### src/rtl/phy_sts_pkg.sv
package phy_sts_pkg;
  localparam int STS_W      = 16;
  localparam int ADDR_W     = 5;
  localparam int NUM_STICKY = 6;

  // field positions inside the status word
  localparam int BIT_RXERR  = 0;
  localparam int BIT_FCARR  = 1;
  localparam int BIT_POL    = 2;
  localparam int BIT_PAGE   = 3;
  localparam int BIT_RFAULT = 4;
  localparam int BIT_IRQ    = 5;
  localparam int BIT_SD     = 6;
  localparam int BIT_LOCK   = 7;
  localparam int BIT_MDIX   = 8;
  localparam int LIVE_TOP   = BIT_MDIX;

  typedef struct packed {
    logic sd;
    logic lock;
    logic mdix;
  } live_t;
endpackage

### src/rtl/sts_clr_decode.sv
module sts_clr_decode #(
  parameter int AW = 5,
  parameter int N  = 6,
  parameter logic [N*AW-1:0] CLR_ADDRS = '0
) (
  input  logic          rd_stb,
  input  logic [AW-1:0] rd_addr,
  output logic [N-1:0]  clr_vec
);
  // one comparator per latch, each against its own clearing address
  for (genvar i = 0; i < N; i++) begin : g_cmp
    assign clr_vec[i] = rd_stb && (rd_addr == CLR_ADDRS[i*AW +: AW]);
  end
endmodule

### src/rtl/sts_sticky_bank.sv
module sts_sticky_bank #(
  parameter int N = 6
) (
  input  logic         clk,
  input  logic         rst,
  input  logic [N-1:0] set_vec,
  input  logic [N-1:0] clr_vec,
  output logic [N-1:0] q,
  output logic [N-1:0] q_nxt
);
  for (genvar i = 0; i < N; i++) begin : g_lat
    // set has priority so an event coinciding with a clear is kept
    assign q_nxt[i] = set_vec[i] | (q[i] & ~clr_vec[i]);

    always_ff @(posedge clk) begin
      if (rst) q[i] <= 1'b0;
      else     q[i] <= q_nxt[i];
    end
  end
endmodule

### src/rtl/sts_live_sense.sv
module sts_live_sense
  import phy_sts_pkg::*;
(
  input  logic  raw_sd,
  input  logic  descr_lock,
  input  logic  sd_qual_en,
  input  logic  pairs_swapped,
  output live_t live
);
  always_comb begin
    live.sd   = raw_sd & (sd_qual_en ? descr_lock : 1'b1);
    live.lock = descr_lock;
    live.mdix = pairs_swapped;
  end
endmodule

### src/rtl/phy_status_agg.sv
module phy_status_agg
  import phy_sts_pkg::*;
#(
  parameter int AW = ADDR_W,
  parameter int W  = STS_W,
  parameter logic [AW-1:0] STS_ADDR    = 5'h10,
  parameter logic [AW-1:0] RXERR_ADDR  = 5'h15,
  parameter logic [AW-1:0] FCARR_ADDR  = 5'h14,
  parameter logic [AW-1:0] POL_ADDR    = 5'h1A,
  parameter logic [AW-1:0] PAGE_ADDR   = 5'h06,
  parameter logic [AW-1:0] RFAULT_ADDR = 5'h01,
  parameter logic [AW-1:0] IRQ_ADDR    = 5'h12
) (
  input  logic          clk,
  input  logic          rst,
  input  logic          rx_err_pulse,
  input  logic          false_carr_pulse,
  input  logic          pol_inv_pulse,
  input  logic          page_rcv_pulse,
  input  logic          rem_fault_pulse,
  input  logic          irq_pulse,
  input  logic          raw_sd,
  input  logic          descr_lock,
  input  logic          sd_qual_en,
  input  logic          pairs_swapped,
  input  logic          rd_stb,
  input  logic [AW-1:0] rd_addr,
  output logic [W-1:0]  sts_word,
  output logic [W-1:0]  rd_data
);
  localparam int N = NUM_STICKY;
  // packed in latch index order: index i sits at bits [i*AW +: AW]
  localparam logic [N*AW-1:0] CLR_ADDRS =
    {IRQ_ADDR, RFAULT_ADDR, PAGE_ADDR, POL_ADDR, FCARR_ADDR, RXERR_ADDR};

  logic [N-1:0] set_vec, clr_vec, lat_q, lat_nxt;
  live_t        live;
  logic [W-1:0] word_nxt;

  assign set_vec[BIT_RXERR]  = rx_err_pulse;
  assign set_vec[BIT_FCARR]  = false_carr_pulse;
  assign set_vec[BIT_POL]    = pol_inv_pulse;
  assign set_vec[BIT_PAGE]   = page_rcv_pulse;
  assign set_vec[BIT_RFAULT] = rem_fault_pulse;
  assign set_vec[BIT_IRQ]    = irq_pulse;

  sts_clr_decode #(.AW(AW), .N(N), .CLR_ADDRS(CLR_ADDRS)) u_dec (
    .rd_stb  (rd_stb),
    .rd_addr (rd_addr),
    .clr_vec (clr_vec)
  );

  sts_sticky_bank #(.N(N)) u_bank (
    .clk     (clk),
    .rst     (rst),
    .set_vec (set_vec),
    .clr_vec (clr_vec),
    .q       (lat_q),
    .q_nxt   (lat_nxt)
  );

  sts_live_sense u_live (
    .raw_sd        (raw_sd),
    .descr_lock    (descr_lock),
    .sd_qual_en    (sd_qual_en),
    .pairs_swapped (pairs_swapped),
    .live          (live)
  );

  always_comb begin
    word_nxt           = '0;
    word_nxt[N-1:0]    = lat_nxt;
    word_nxt[BIT_SD]   = live.sd;
    word_nxt[BIT_LOCK] = live.lock;
    word_nxt[BIT_MDIX] = live.mdix;
  end

  wire sts_read = rd_stb && (rd_addr == STS_ADDR);

  always_ff @(posedge clk) begin
    if (rst) begin
      sts_word <= '0;
      rd_data  <= '0;
    end else begin
      sts_word <= word_nxt;
      if (sts_read) rd_data <= sts_word;
    end
  end
endmodule

### config.mk
export PLATFORM = sky130hd
export DESIGN_NAME = phy_status_agg
export DESIGN_NICKNAME = d
export VERILOG_FILES = /design/src/rtl/phy_sts_pkg.sv /design/src/rtl/sts_clr_decode.sv /design/src/rtl/sts_sticky_bank.sv /design/src/rtl/sts_live_sense.sv /design/src/rtl/phy_status_agg.sv
export SDC_FILE = /design/constraint.sdc
export NUM_CORES = 1
export LEC_CHECK = 0
export CAP_MARGIN = 40
export CORE_UTILIZATION = 37
export DETAILED_ROUTE_END_ITERATION = 10
export HOLD_SLACK_MARGIN = 0.06
export PLACE_DENSITY = 0.81
export SLEW_MARGIN = 20
export SYNTH_ARGS = -nofsm -noshare
export SYNTH_HDL_FRONTEND = slang
export SYNTH_SLANG_ARGS = --single-unit
### constraint.sdc
create_clock -name clk -period 2.1 [get_ports clk]
set_clock_uncertainty 0.2 [all_clocks]
set_input_delay 0.42 -clock clk [delete_from_list [all_inputs] [get_ports clk]]
set_output_delay 0.42 -clock clk [all_outputs]
set_load 0.02 [all_outputs]
* After elaboration in Yosys (flattened, before gate mapping)
Cells that the tools add are included.
** Storage, ports and cells
- Register bits :: 38
- Input bits :: 18
- Word-level logic and storage cells :: 43
** Cells by class
- Equal/unequal tests :: 7
- Muxes and demuxes :: 1
- Bitwise logic cells :: 19
- Reduce and logical (&&, ||, !) cells :: 7
** Operators by type and width (number)
- $eq 5x5->1 const B :: 5
- $and 1x1->1 :: 7
- $logic_and 1x1->1 :: 7
- $not 1->1 :: 6
- $or 1x1->1 :: 6
- $eq 5x1->1 const B :: 1
- $eq 5x3->1 const B :: 1
- $mux 1 :: 1

* Logic depth before layout (Yosys ltp)
Gate-level depths: netlist of run 1.
- Word-level depth :: 5
- Depth in mapped cells :: 4

* Modules after synthesis
Synthesis of run 1 repeated with hierarchy kept, for this count alone.
** Second synthesis, totals
- Cell total of the unflattened synthesis :: 120
- Area total of the unflattened synthesis :: 1168.6 um^2
** By module, submodules not included
- phy_status_agg :: times used 1, cells an instance 74, area an instance 770.7 um^2, sequential area each 360.3 um^2
- sts_sticky_bank :: times used 1, cells an instance 30, area an instance 277.8 um^2, sequential area each 120.1 um^2
- sts_clr_decode :: times used 1, cells an instance 12, area an instance 93.8 um^2, sequential area each 0.0 um^2
- sts_live_sense :: times used 1, cells an instance 4, area an instance 26.3 um^2, sequential area each 0.0 um^2

* Worst setup path after synthesis of run 1
No wires, ideal clock.
- Kind :: in2reg
- Start :: input port rd_addr[1]
- End :: register rd_data[3]
- Arrival time :: 1.379 ns
- Required time :: 1.828 ns
- Slack :: 0.450 ns
- Stages :: 4
- Buffers on the path :: 1
- Cell sequence :: or3b_4 > nor4b_4 > buf_6 > mux2i_1
** On the way
- Longest elaborated chain between the ends :: 2
** RTL lines
- start, declared :: RTL line phy_status_agg.sv:27 : input logic [AW-1:0] rd_addr,
- $eq 5x5->1 :: RTL line phy_status_agg.sv:78 : wire sts_read = rd_stb && (rd_addr == STS_ADDR);
- $logic_and 1x1->1 :: RTL line phy_status_agg.sv:78
- end signal, assigned :: RTL line phy_status_agg.sv:86 : if (sts_read) rd_data <= sts_word;
- end, declared :: RTL line phy_status_agg.sv:29 : output logic [W-1:0] rd_data
Every way passes these cells.
A chain may end at the register's enable or synchronous reset.

* Worst setup path after layout of run 1
- Start :: register sts_word[5]
- End :: output port sts_word[5]
** RTL lines
- start, declared :: RTL line phy_status_agg.sv:28 : output logic [W-1:0] sts_word,
- start signal, assigned :: RTL line phy_status_agg.sv:85 : sts_word <= word_nxt;
No word-level cell between the ends.

==> out/results.txt, run 1 <==
Status = complete, no violations
Most frequent cells in the layout = clkdlybuf4s50_1, nand2b_1, dfxtp_1
Post-DRT Antenna Nets = 0
Commonest non-fill, non-tap cell in the layout = clkdlybuf4s50_1
Post-DR vias/cell = 4.55
CP required = 1.48 ns
Largest net degree at the start of global routing = 28
Distinct cells, synth = 23
Port Buffer Count = 35
Worst hold path type = flip-flop to flip-flop
CTS tree = done
Total Nets Final = 150
Hold_ws = 0.272 ns
FF+latch count, synth = 18
Post-CTS sizing = 0
Core Area = 2230 µm²
Initial antenna violation count = 0
Clock sink count = 18
Worst-path fanout max = 3
Syn. warnings = 0
Number of CTS-inserted buffers = 3
Share of the synthesized area in the top cell type = 0.410
Final hold violation count = 0
Layout cells sized above 1 = 0.0769
Internal power = 0.494 mW
Layout Cells excl Fill = 158
Post-CTS Setup Repair Bufs = 0
Sw Share = 0.272
Final worst-path cycle share = 0.910
DR vias = 719
Combinational power share = 0.214
Fill cells = 204
Switching power = 0.185 mW
Die area = 2570 µm²
GRT Overall Usage = 0.157
Pwr dens = 540 nW/µm²
Wirelength per Cell = 11.4 µm
Startpoint Class = flip-flop
Post-Route WL = 1800 µm
Iter 0 DRT Violations = 1
Crit path time final = 1.91 ns
Die width = 50.7 µm
Sequential-to-total area share from yosys stat = 0.410
Endpoints failing setup = 0
H-tree level count = 1
Fin. max-slew vios = 0
Crit path cell chain = clkdlybuf4s50_1
Category of the most critical setup path = flip-flop to output port
Cell family with most CP delay = buffers and inverters
Die Height = 50.7 µm
Synth top area cells = dfxtp_1, nand2b_1, buf_4
Cell Count Post-Placement = 155
Post-Layout Inst Area = 1260 µm²
Syn Inst Count = 92
Hold Buf Count CTS = 0
# diodes = 0
Row Count = 17
Flop pwr share = 0.533
Mapped cell area = 878 µm²
DRT Pass-1 Iters = 4
Yosys top cell by area = dfxtp_1
Max Cap Violations = 0
Number of global-route vias before repair = 665
Finished Core Util = 0.563
Crit. End Element = output port
Data arrival time of the worst path = 1.29 ns
Final HPWL DP = 1420 µm
Root Driver = clkbuf_4
CP Buf/Inv Count = 1
Fmax = 0.523 GHz
Share of power burned in the clock network = 0.253
Clock Latency Late Sink = 0.30 ns
Clock transition at path regs = 0.10 ns
Area growth syn-to-layout = 43.2%
Starting Density = 0.393
Total global routing overflow = 0
RSZ-0062 raised after global routing = false
DP Area = 1230 µm²
Remaining DRCs = 0
RePlAce Congestion = 0.736
Critical Path Max Stage Delay = 0.61 ns
Max IR drop VDD = 0.000255 V
Mean Syn Cell Area = 9.55 µm²
CP max-delay cell = clkdlybuf4s50_1
First-pass GRT wire length = 2860 µm
I/O pin count = 50
Clock Path Buffers = 2
Leakage = 0.479 nW
==> final timing paths <==
| path | to | slack (ns) | cells past startpoint | start |
|---|---|---|---|---|
| worst max-delay path | sts_word[5] | 0.19 | 1 | sts_word[5] |
| worst min-delay path | rd_data[4] | 0.27 | 2 | rd_data[4] |
| worst max register to register | sts_word[0] | 1.24 | 2 | sts_word[0] |
| worst min register to register | rd_data[4] | 0.27 | 2 | rd_data[4] |
==> state kept, by name, summed over array words and instances (netlist names) <==
register  flops
sts_word      9
rd_data       9
==> cell usage after synthesis <==
master	instances
dfxtp_1	18
nand2b_1	18
buf_4	14
mux2i_1	9
inv_1	4
clkbuf_1	3
nor2b_1	3
a21oi_1	2
nor2_1	2
nor3_1	2
nor4_1	2
nor4b_1	2
o21ai_0	2
o22ai_1	2
and3_1	1
buf_6	1
conb_1	1
nand3_1	1
nand3b_1	1
nand4b_1	1
nor3b_1	1
nor4b_4	1
or3b_4	1
==> per-stage QoR <==
step | power (mW) | TNS (ns) | setup slack [ns]
floorplan | 0.460 | 0 | 0.450
global placement | 0.513 | -0.615 | -0.0725
detailed placement | 0.515 | -0.932 | -0.121
CTS | 0.685 | 0 | 0.176
global route | 0.709 | 0 | 0.131
finish | 0.679 | 0 | 0.188
==> final cells by class <==
type | count | area [µm²] | area share
inverter | 4 | 15.0 | 0.0119
sequential | 18 | 360 | 0.287
tap | 28 | 35.0 | 0.0279
clock buffer | 3 | 22.5 | 0.0179
timing repair buffer | 40 | 400 | 0.318
multi-input combinational | 65 | 424 | 0.337
==> power by group through the flow <==
stage	clock network, mW	logic [mW]	registers (mW)
floorplan	0	0.0748	0.386
global placement	0	0.143	0.370
detailed placement	0	0.145	0.370
CTS	0.178	0.145	0.362
global route	0.191	0.155	0.364
finish	0.172	0.145	0.362
==> routing by layer <==
| layer | track usage | vias up | routed length [µm] |
|---|---|---|---|
| met4 | 0.111 | 0 | 53 |
| met3 | 0.0303 | 5 | 87 |
| li1 | - | 354 | - |
| met5 | 0 | - | 0 |
| met1 | 0.162 | 332 | 731 |
| met2 | 0.280 | 28 | 925 |
==> kinds of logic after synthesis <==
| family | Yosys count | synth area share |
|---|---|---|
| multiplexers | 9 | 0.103 |
| other | 1 | 0.00427 |
| buffers and inverters | 22 | 0.162 |
| AO/OA/AOI/OAI | 6 | 0.0370 |
| flip-flops | 18 | 0.410 |
| AND/OR/NAND/NOR | 36 | 0.283 |
No activity file was read; power rests on OpenSTA's default activity.
==> inputs of run 2 (changes only) <==
--- a/config.mk
+++ b/config.mk
@@ -6,11 +6,12 @@
 export NUM_CORES = 1
 export LEC_CHECK = 0
 export CAP_MARGIN = 40
-export CORE_UTILIZATION = 37
+export CORE_UTILIZATION = 42
 export DETAILED_ROUTE_END_ITERATION = 10
 export HOLD_SLACK_MARGIN = 0.06
-export PLACE_DENSITY = 0.81
+export PLACE_DENSITY = 0.83
 export SLEW_MARGIN = 20
 export SYNTH_ARGS = -nofsm -noshare
 export SYNTH_HDL_FRONTEND = slang
+export SYNTH_HIERARCHICAL = 1
 export SYNTH_SLANG_ARGS = --single-unit
==> run 2 against run 1 <==
  * Utilization increased by 2.8 points
  * Worst setup slack improved by 0.0074 ns
  * Non-clock buffer count decreased by 3
  * Largest cell class unchanged
  * Hold slack improved by 0.0069 ns
  * Largest power group unchanged
==> out/results.txt, run 2 <==
Mean Syn Cell Area = 9.74 µm²
Hold Buf Count CTS = 0
Crit. End Element = output port
Distinct cells, synth = 22
DRT Pass-1 Iters = 2
Wirelength per Cell = 10.6 µm
Final hold violation count = 0
Area growth syn-to-layout = 28.7%
Total Nets Final = 174
Largest net degree at the start of global routing = 34
# diodes = 0
Post-CTS sizing = 0
CP max-delay cell = clkdlybuf4s50_1
Row Count = 18
Max Cap Violations = 0
CP required = 1.48 ns
DR vias = 829
Syn Inst Count = 120
Status = complete, no violations
Yosys top cell by area = dfxtp_1
First-pass GRT wire length = 3080 µm
H-tree level count = 1
Setup tns final = 0 ns
Total global routing overflow = 0
Number of global-route vias before repair = 763
I/O pin count = 50
Root Driver = clkbuf_4
CTS tree = done
Max IR drop VDD = 0.000317 V
Initial antenna violation count = 0
Critical Path Max Stage Delay = 0.62 ns
Leakage = 0.591 nW
Post-DR vias/cell = 4.51
Commonest non-fill, non-tap cell in the layout = clkdlybuf4s50_1
Synth top area cells = dfxtp_1, buf_4, nand2b_1
Fill cells = 244
Starting Density = 0.459
Final worst-path cycle share = 0.907
Core Area = 2540 µm²
Crit path time final = 1.90 ns
Layout cells sized above 1 = 0.104
Number of synthesized flops with an enable pin = 0
Fin. max-slew vios = 0
Number of CTS-inserted buffers = 3
Iter 0 DRT Violations = 3
Most frequent cells in the layout = clkdlybuf4s50_1, dfxtp_1, nand2b_1
Data arrival time of the worst path = 1.28 ns
Post-DRT Antenna Nets = 0
Pwr dens = 560 nW/µm²
Worst hold path type = flip-flop to flip-flop
Remaining DRCs = 0
Synth async-reset ratio = 0
Final HPWL DP = 1550 µm
Cell Count Post-Placement = 181
Cell family with most CP delay = buffers and inverters
FF+latch count, synth = 24
Die Height = 54.8 µm
Top cells by count, synth = dfxtp_1, nand2b_1, buf_4
Share of the synthesized area in the top cell type = 0.411
Worst setup margin = 0.196 ns
Ys flop type = dfxtp_1
Layout Cells excl Fill = 184
Clock Path Buffers = 2
Port Buffer Count = 35
Syn. warnings = 6
Dpl ws = 0.0341 ns
Fmax = 0.525 GHz
Die width = 54.8 µm
GRT Overall Usage = 0.149
Clock sink count = 24
RePlAce Congestion = 0.635
Mapped cell area = 1170 µm²
Post-CTS Setup Repair Bufs = 0
Worst-path fanout max = 2
Post-Route WL = 1950 µm
RSZ-0062 raised after global routing = false
Sequential-to-total area share from yosys stat = 0.411
Category of the most critical setup path = flip-flop to output port
Clock transition at path regs = 0.12 ns
Die area = 3000 µm²
Crit path cell chain = clkdlybuf4s50_1
Largest regs = rd_data (9), sts_word (9), u_bank/q (6)
CP Buf/Inv Count = 1
Clock Latency Late Sink = 0.31 ns
Most common cell in the netlist = dfxtp_1
Startpoint Class = flip-flop
Endpoints failing setup = 0
[run 2: cell count changes in the layout (fill, tap and decap cells not counted), sizes merged, moves of 3 or more]
cell    delta
nor2b      +4
buf        -3
dfxtp      +6
nand2      +8
inv        +3
a21oi      +4
nand2b     +9
[run 2: where the power goes]
part	total (mW)	switching, mW	internal (mW)
registers	0.489	0.0128	0.476
logic	0.161	0.0795	0.0817
clock network	0.193	0.126	0.0671
[run 2: worst min-delay path: stages, from the launching register on]
cell and delay, ns:
dfxtp_1 0.33, nand2b_1 0.06, mux2i_1 0.06
[run 2: cell families (layout without fill, tap and decap cells)]
group / count (synthesis) / count (layout) / share of synthesized area
compound gates: 7 / 7 / 0.0321
buf+inv: 26 / 47 / 0.141
simple gates: 53 / 53 / 0.335
mux: 9 / 9 / 0.0771
other cells: 1 / 14 / 0.00321
flops: 24 / 24 / 0.411
[run 2: cell type report]
cell class	instances	area, µm²	share of cell area
clock buffer	3	22.5	0.0150
inverter	7	26.3	0.0175
multi-input combinational	83	572	0.380
sequential	24	480	0.319
tap	30	37.5	0.0250
timing repair buffer	37	365	0.243
[run 2: final timing paths]
check,slack [ns],cells past startpoint,startpoint,end
worst max-delay path,0.20,1,rd_data[7],rd_data[7]
worst min-delay path,0.28,2,sts_word[6],rd_data[6]
worst max register to register,1.21,3,u_bank/q[0],sts_word[0]
worst min register to register,0.28,2,sts_word[6],rd_data[6]
[run 2: stage by stage]
step | hold WS, ns | util | instance area [µm²] | total power [mW]
6_report | 0.279 | 0.591 | 1500 | 0.843
3_3_place_gp | 0.257 | 0.582 | 1480 | 0.655
2_1_floorplan | 0.262 | - | 1220 | 0.609
3_5_place_dp | 0.266 | 0.582 | 1480 | 0.661
5_1_grt | 0.300 | 0.591 | 1500 | 0.886
4_1_cts | 0.283 | 0.591 | 1500 | 0.849
[run 2: metal layers]
metal / track usage / vias up / wire length, µm
li1: - / 419 / -
met1: 0.144 / 369 / 796
met2: 0.281 / 36 / 971
met3: 0.0167 / 5 / 121
met4: 0.115 / 0 / 57
met5: 0 / - / 0
==> inputs of run 3 (changes only) <==
--- a/config.mk
+++ b/config.mk
@@ -6,10 +6,10 @@
 export NUM_CORES = 1
 export LEC_CHECK = 0
 export CAP_MARGIN = 40
-export CORE_UTILIZATION = 42
+export CORE_UTILIZATION = 45
 export DETAILED_ROUTE_END_ITERATION = 10
 export HOLD_SLACK_MARGIN = 0.06
-export PLACE_DENSITY = 0.83
+export PLACE_DENSITY = 0.84
 export SLEW_MARGIN = 20
 export SYNTH_ARGS = -nofsm -noshare
 export SYNTH_HDL_FRONTEND = slang
==> constraint.sdc (replaced) <==
create_clock -name clk -period 2.2 [get_ports clk]
set_clock_uncertainty 0.2 [all_clocks]
set_input_delay 0.44 -clock clk [delete_from_list [all_inputs] [get_ports clk]]
set_output_delay 0.44 -clock clk [all_outputs]
set_load 0.02 [all_outputs]
==> run 3 against run 2 <==
  * Register-to-register slack improved by 0.09 ns
  * Hold slack about the same
  * Worst setup slack improved by 0.065 ns
  * Die area decreased by 6.4%
  * Cell count increased by 0.54%
  * Sequential share of layout area decreased by 0.63 points
  * Clock power increased by 62%
  * Utilization increased by 3.4 points
  * Count of clock-buffer cells in the layout unchanged
  * Critical path type unchanged
  * Critical endpoint is now sts_word[0]
  * Largest cell class unchanged
==> out/results.txt, run 3 (same netlist as run 2, synthesis figures left out) <==
Status = complete, no violations
Max Cap Violations = 0
Commonest non-fill, non-tap cell in the layout = clkdlybuf4s50_1
Largest net degree at the start of global routing = 34
Data arrival time of the worst path = 1.30 ns
DRT Pass-1 Iters = 7
Startpoint Class = flip-flop
CP max-delay cell = clkdlybuf4s50_1
Starting Density = 0.476
Endpoints failing setup = 0
Fmax = 0.516 GHz
Post-CTS sizing = 0
Pwr dens = 608 nW/µm²
CTS tree = done
CP Buf/Inv Count = 1
Post-CTS Setup Repair Bufs = 0
Leakage = 0.605 nW
Total global routing overflow = 0
DR vias = 832
Number of CTS-inserted buffers = 3
Number of global-route vias before repair = 699
Die Height = 53.0 µm
Clock Path Buffers = 2
Most frequent cells in the layout = clkdlybuf4s50_1, dfxtp_1, nand2b_1
RePlAce Congestion = 0.695
Max IR drop VDD = 0.000415 V
Critical Path Max Stage Delay = 0.63 ns
Die width = 53.0 µm
Area growth syn-to-layout = 31.3%
Root Driver = clkbuf_4
Fill cells = 207
Clock Latency Late Sink = 0.30 ns
Clock sink count = 24
Multi-input logic area = 572 µm²
Post-DRT Antenna Nets = 0
First-pass GRT wire length = 2970 µm
Post-Route WL = 1970 µm
Row Count = 18
Remaining DRCs = 0
Storage cell area = 480 µm²
Crit path time final = 1.94 ns
Initial antenna violation count = 0
Final worst-path cycle share = 0.881
Crit path cell chain = clkdlybuf4s50_1
Port Buffer Count = 35
Total Nets Final = 174
Crit. End Element = output port
RSZ-0062 raised after global routing = false
Iter 0 DRT Violations = 17
Post-DR vias/cell = 4.50
Fin. max-slew vios = 0
GRT Overall Usage = 0.149
Final hold violation count = 0
Wirelength per Cell = 10.6 µm
Core Area = 2450 µm²
H-tree level count = 1
Category of the most critical setup path = flip-flop to output port
Hold_ws = 0.279 ns
Final HPWL DP = 1470 µm
I/O pin count = 50
Worst-path fanout max = 2
Clock transition at path regs = 0.13 ns
Worst hold path type = flip-flop to flip-flop
# diodes = 0
Layout cells sized above 1 = 0.110
Die area = 2800 µm²
Setup tns final = 0 ns
Cell family with most CP delay = buffers and inverters
Power Total = 0.933 mW
Hold Buf Count CTS = 0
Largest regs = rd_data (9), sts_word (9), u_bank/q (6)
CP required = 1.56 ns
run 3: final timing paths:
path	start	end	slack, ns	depth (start not counted)
worst max-delay path	sts_word[0]	sts_word[0]	0.26	1
worst min-delay path	rd_data[6]	rd_data[6]	0.28	2
worst max register to register	u_bank/q[0]	sts_word[0]	1.30	3
worst min register to register	rd_data[6]	rd_data[6]	0.28	2
run 3: routing by layer:
layer  GRT usage  routed length [µm]  vias to the layer above
met5           0                   0                        -
met4      0.0789                  14                        0
met3      0.0345                 106                        2
met2       0.259                1020                       36
met1       0.167                 831                      373
li1            -                   -                      421
run 3: through the flow:
step	setup slack [ns]	utilization	cell area, µm²	std cells
floorplan	0.725	-	1220	133
global placement	0.160	0.603	1480	181
detailed placement	0.129	0.603	1480	181
CTS	0.232	0.625	1530	185
global route	0.182	0.625	1530	185
finish	0.261	0.625	1530	185
run 3: area by class of cell:
class / count / share of cell area
inverter: 7 / 0.0171
clock inverter: 1 / 0.0196
tap: 30 / 0.0245
clock buffer: 3 / 0.0147
multi-input combinational: 83 / 0.373
sequential: 24 / 0.313
timing repair buffer: 37 / 0.238
run 3: power breakdown:
part / switching (mW) / total, mW / internal, mW
clock network: 0.128 / 0.312 / 0.184
registers: 0.0124 / 0.467 / 0.454
logic: 0.0763 / 0.154 / 0.0779
